<file path="src/rtl/vliw_disperse.sv">
module vliw_disperse #(
  parameter int N_LS    = 2,
  parameter int N_SI    = 2,
  parameter int N_CX    = 1,
  parameter int N_BR    = 1,
  parameter int MAX_OPS = 6
) (
  input  logic                           clk,
  input  logic                           rst_n,
  input  logic                           in_valid,
  output logic                           in_ready,
  input  logic [31:0]                    in_op,
  output logic                           out_valid,
  input  logic                           out_ready,
  output logic [N_LS+N_SI+N_CX+N_BR-1:0] out_vld,
  output logic [32*(N_LS+N_SI+N_CX+N_BR)-1:0] out_ops,
  output logic                           out_oversub,
  output logic                           out_overlen
);

  localparam int NSLOT = N_LS + N_SI + N_CX + N_BR;
  localparam int CW    = $clog2(NSLOT + MAX_OPS + 1);

  logic [NSLOT-1:0] slot_v;
  logic [31:0]      slot_op [NSLOT];
  logic [CW-1:0]    cnt [4];
  logic [CW-1:0]    n_ops;
  logic             pend, oversub_q, overlen_q;

  logic [1:0]    cls;
  logic [CW-1:0] cap_sel, base_sel, tgt;
  logic          fire, take, room, force_end;

  assign cls       = in_op[30:29];
  assign in_ready  = !pend;
  assign fire      = in_valid && in_ready;
  assign take      = out_valid && out_ready;
  assign force_end = fire && (n_ops == CW'(MAX_OPS));

  always_comb begin
    case (cls)
      2'd0:    begin cap_sel = CW'(N_LS); base_sel = CW'(0); end
      2'd1:    begin cap_sel = CW'(N_SI); base_sel = CW'(N_LS); end
      2'd2:    begin cap_sel = CW'(N_CX); base_sel = CW'(N_LS + N_SI); end
      default: begin cap_sel = CW'(N_BR); base_sel = CW'(N_LS + N_SI + N_CX); end
    endcase
  end

  assign room = cnt[cls] < cap_sel;
  assign tgt  = base_sel + cnt[cls];

  always_ff @(posedge clk) begin
    if (!rst_n || take) begin
      pend      <= 1'b0;
      oversub_q <= 1'b0;
      overlen_q <= 1'b0;
      n_ops     <= '0;
      slot_v    <= '0;
      for (int c = 0; c < 4; c++) cnt[c] <= '0;
      for (int s = 0; s < NSLOT; s++) slot_op[s] <= '0;
    end else if (fire) begin
      if (force_end) begin
        overlen_q <= 1'b1;
        pend      <= 1'b1;
      end else begin
        n_ops <= n_ops + 1'b1;
        if (room) begin
          cnt[cls] <= cnt[cls] + 1'b1;
          for (int s = 0; s < NSLOT; s++)
            if (tgt == CW'(s)) begin
              slot_v[s]  <= 1'b1;
              slot_op[s] <= in_op;
            end
        end else begin
          oversub_q <= 1'b1;
        end
        if (in_op[31]) pend <= 1'b1;
      end
    end
  end

  assign out_valid   = pend;
  assign out_vld     = slot_v;
  assign out_oversub = oversub_q;
  assign out_overlen = overlen_q;

  for (genvar s = 0; s < NSLOT; s++) begin : g_pack
    assign out_ops[32*s +: 32] = slot_op[s];
  end

  assert_close_R1: assert property (@(posedge clk) disable iff (!rst_n)
    (in_valid && in_ready && in_op[31]) |=> out_valid);

  assert_force_R6: assert property (@(posedge clk) disable iff (!rst_n)
    (in_valid && in_ready && n_ops == CW'(MAX_OPS)) |=> (out_valid && out_overlen));

  assert_hold_R7: assert property (@(posedge clk) disable iff (!rst_n)
    (out_valid && !out_ready) |=> (out_valid && $stable(out_vld) && $stable(out_ops)
                                   && $stable(out_oversub) && $stable(out_overlen)));

  assert_clear_R8: assert property (@(posedge clk) disable iff (!rst_n)
    (out_valid && out_ready) |=> (!out_valid && out_vld == '0 && !out_oversub && !out_overlen));

  assert_sticky_R5: assert property (@(posedge clk) disable iff (!rst_n)
    (out_oversub && !out_valid) |=> out_oversub);

endmodule

</file>
<file path="config.mk">
export PLATFORM = sky130hd
export DESIGN_NAME = vliw_disperse
export DESIGN_NICKNAME = d
export VERILOG_FILES = /design/src/rtl/vliw_disperse.sv
export SDC_FILE = /design/constraint.sdc
export NUM_CORES = 1
export LEC_CHECK = 0
export BUFFER_PORTS_ARGS = -buffer_cell sky130_fd_sc_hd__buf_2
export CAP_MARGIN = 20
export CELL_PAD_IN_SITES_DETAIL_PLACEMENT = 0
export CELL_PAD_IN_SITES_GLOBAL_PLACEMENT = 1
export CORE_ASPECT_RATIO = 0.75
export CORE_MARGIN = 4
export CORE_UTILIZATION = 44
export CTS_BUF_LIST = sky130_fd_sc_hd__clkbuf_8
export DETAILED_ROUTE_END_ITERATION = 6
export GPL_ROUTABILITY_DRIVEN = 0
export PLACE_DENSITY = 0.84
export SYNTH_ARGS = -nofsm -noshare
export SYNTH_HDL_FRONTEND = slang
export SYNTH_SLANG_ARGS = --single-unit
export TNS_END_PERCENT = 1
</file>
<file path="constraint.sdc">
create_clock -name clk -period 8.8 [get_ports clk]
set_input_delay 1.76 -clock clk [delete_from_list [all_inputs] [get_ports clk]]
set_output_delay 1.76 -clock clk [all_outputs]
set_load 0.05 [all_outputs]
</file>
==> impl_metrics.csv <==
group,metric,value,unit
route,wire_per_inst,22.38,um
synthesis,netlist_instances,681,
global_routing,top_usage_layer,"met1",
cells_and_area,finalNetCount,941,
timing,tightest_slew,1.062,ns
pwr,power.share.switching,0.3162,
floorplan,coreArea,21120,um2
timing,setup-tns-final,0,ns
route,dr.pass1.iters,5,
flow_run,cap_violations,0,
route,drt_iter0_drc,623,
route,via_count,6881,
global_routing,grt_overflow,0,
floorplan,die_area,23850,um2
synthesis,synth_simple_gate_area_frac,0.2145,
synthesis,synthesis.area,9427,um2
clock_network,cts_resized,0,
clock_network,htreeDepth,2,
route,drc,0,
route,wl,27.10,mm
place,numPortBuffers,237,
cells_and_area,final_layout_size_suffix_gt1_frac,0.3464,
global_routing,gr-usage-met3,0.04758,
worst_setup_path,crit_type,"input pin to register",
route,ant_nets,0,
timing,timing.final.ws_setup,3.268,ns
global_routing,met1_usage,0.3414,
global_routing,use_met2,0.3042,
clock_network,ctsHoldBuffers,0,
clock_network,postCtsSetupBuffers,0,
synthesis,synth_area_per_cell,13.84,um2
pwr,seqPwrFrac,0.490,
timing,slew_headroom,0.2920,
timing,finalSetupViolCount,0,
timing,rsz0062_at_grt,"false",
synthesis,ys_warn_count,0,
pwr,combPwrFrac,0.176,
synthesis,synth_top_family_by_area,"simple AND/OR/NAND/NOR gates",
global_routing,grt_pass1_vias,6228,
synthesis,ys_ff_latch,221,
synthesis,synth_mux_area_frac,0.01022,
worst_setup_path,slowest_delay,0.86,ns
cells_and_area,finish.utilization,0.5472,
worst_setup_path,arrival,5.65,ns
pwr,power,2.513,mW
worst_setup_path,crit_fanout,128,
pwr,clkPwrFrac,0.334,
pwr,intPower,1.718,mW
clock_network,root_buffer,"clkbuf_8",
global_routing,antenna_found_initial,1,
route,via_per_inst,5.682,
pwr,p_leak,4.656,nW
clock_network,clock_sinks,221,
synthesis,synth_xor_area_frac,0.003716,
place,post-place-ws,2.787,ns
min_path,hold_path.class,"register to register",
floorplan,std_cell_rows,46,
clock_network,cts_tree,"yes",
place,dp_hpwl,17.14,mm
synthesis,synth.distinct_cells,44,
place,dp_cells,1142,
synthesis,synth-main-ff-cell,"edfxtp_1",
floorplan,io_pins,238,
floorplan,die_y,134.8,um
synthesis,synth_edf_count,208,
global_routing,grt_max_degree,129,
clock_network,clk_pin_slew,0.06,ns
clock_network,clk-insertion-delay-late,0.51,ns
worst_setup_path,cp_data_required_time,8.92,ns
cells_and_area,fin_cells,1211,
clock_network,clockBufferDepth,3,
pwr,switchingPower,794.6,uW
pwr,pwr_density_cell,217.4,nW/um2
clock_network,cts_buffers,38,
timing,period_minus_slack,5.532,ns
floorplan,chipWidth,177.0,um
outcome,outcome,"completed",
timing,hold_viol,0,
worst_setup_path,worstSetupStartpointType,"input pin",
floorplan,start_util,0.4463,
timing,fmax,0.1808,GHz
synthesis,synthAdderAreaFrac,0.01141,
timing,min_period_over_period,0.6287,
cells_and_area,area_growth_syn_to_layout,22.60,%
global_routing,grt_first_pass_wirelength,38.97,mm
pwr,irDropWorstVdd,0.08821,mV
worst_setup_path,crit_chain,"buf_2 -> mux4_2 -> ha_1 -> a21o_1 -> a21oi_4 -> buf_4 -> nand2_1 -> o21ai_4",
worst_setup_path,cp_slowest_cell,"o21ai_4",
synthesis,async_flop_share,0,
timing,skew,0.01916,ns
synthesis,yosysSeqAreaShare,0.6902,
global_routing,grt_use_total,0.2171,
worst_setup_path,cp-end-kind,"register",
timing,drv_slew,0,
synthesis,synth_compound_area_frac,0.02495,
==> final timing paths <==
check | startpoint | to | slack [ns] | cells after the start
worst max register to register | cnt[0][1] | slot_op[0][2] | 4.57 | 7
worst min register to register | out_vld[0] | out_vld[0] | 0.46 | 2
worst min-delay path | out_vld[0] | out_vld[0] | 0.46 | 2
worst max-delay path | in_op[29] | slot_op[0][2] | 3.27 | 8
==> power by group through the flow <==
stage                     Sequential, mW  Clock [mW]  Combinational (mW)
after floorplan                     1.43           0               0.133
after global placement              1.25           0               0.431
after detailed placement            1.25           0               0.435
after CTS                           1.23       0.856               0.436
after global routing                1.23       0.902               0.466
final                               1.23       0.840               0.442
==> placed cells by master, fill, tap and decap left out, types with 2 or more instances in the layout <==
cell	count
buf_2	237
edfxtp_1	208
and4_1	121
nor3_1	78
nand3_1	59
clkbuf_8	41
inv_1	24
nand2_1	13
dfxtp_1	13
nor2_1	12
buf_4	11
nor4_1	8
clkinv_1	8
ha_1	7
clkinv_2	7
o21ai_0	6
nand2b_1	5
mux2i_1	4
and2_1	4
o21ai_4	4
conb_1	4
a21o_1	3
a21oi_1	3
diode_2	2
mux4_2	2
nor2b_1	2
xor2_1	2
o41ai_2	2
xnor2_1	2
nor3_2	2
or4_1	2
a22o_1	2
a32o_1	2
clkinvlp_4	2
buf_16	2
==> final cells by class <==
cell class	count	area [um2]
antenna	2	5.005
timing repair buffer	251	1344
fill	1792	9565
clock buffer	41	564.3
clock inverter	23	107.6
multi-input combinational	366	2599
inverter	19	71.32
sequential	221	6506
tap	288	360.3
==> logic make-up after synthesis <==
kind of cell / Yosys count
flops: 221
buf+inv: 97
xor+xnor: 4
other cells: 1
simple gates: 312
compound gates: 31
fa+ha+maj: 8
mux: 7
==> sequential cells by signal, summed over array words and instances, names as in the netlist <==
register / flops
n_ops: 4
out_oversub: 1
out_overlen: 1
cnt: 16
slot_op: 192
out_valid: 1
out_vld: 6
==> layer usage <==
metal,wire length (um),share of wire
met1,12480,0.46
met4,377,0.014
met3,2586,0.095
met2,11660,0.43
met5,0,0
==> per-stage QoR <==
stage          hold slack, ns  instance area [um2]
2_1_floorplan          0.4616                 9438
3_3_place_gp           0.4483                10810
3_5_place_dp           0.4534                10810
4_1_cts                0.4671                11480
5_1_grt                0.4768                11550
6_report               0.4621                11560
==> synth_stat cells (3+ instances only) <==
master	instances	share of area
edfxtp_1	208	0.66
and4_1	121	0.11
nor3_1	80	0.042
nand3_1	59	0.031
clkbuf_1	55	0.022
inv_1	19	0.0076
nand2_1	14	0.0056
dfxtp_1	13	0.028
nor2_1	13	0.0052
o21ai_0	10	0.0053
clkbuf_2	9	0.0048
nor4_1	8	0.0053
ha_1	7	0.0093
buf_2	6	0.0032
buf_6	5	0.0060
nand2b_1	5	0.0033
a21oi_1	4	0.0021
and2_1	4	0.0027
mux2i_1	4	0.0042
a21o_1	3	0.0024
buf_1	3	0.0012
==> critical path: cells and delay by family <==
family / cells / cell delay (ns)
AOI/OAI and AO/OA: 3 / 1.51
adders and majority gates: 1 / 0.33
buffers and inverters: 2 / 1.18
muxes: 1 / 0.64
and+or+nand+nor: 1 / 0.21
(Power assumes the default switching activity.)
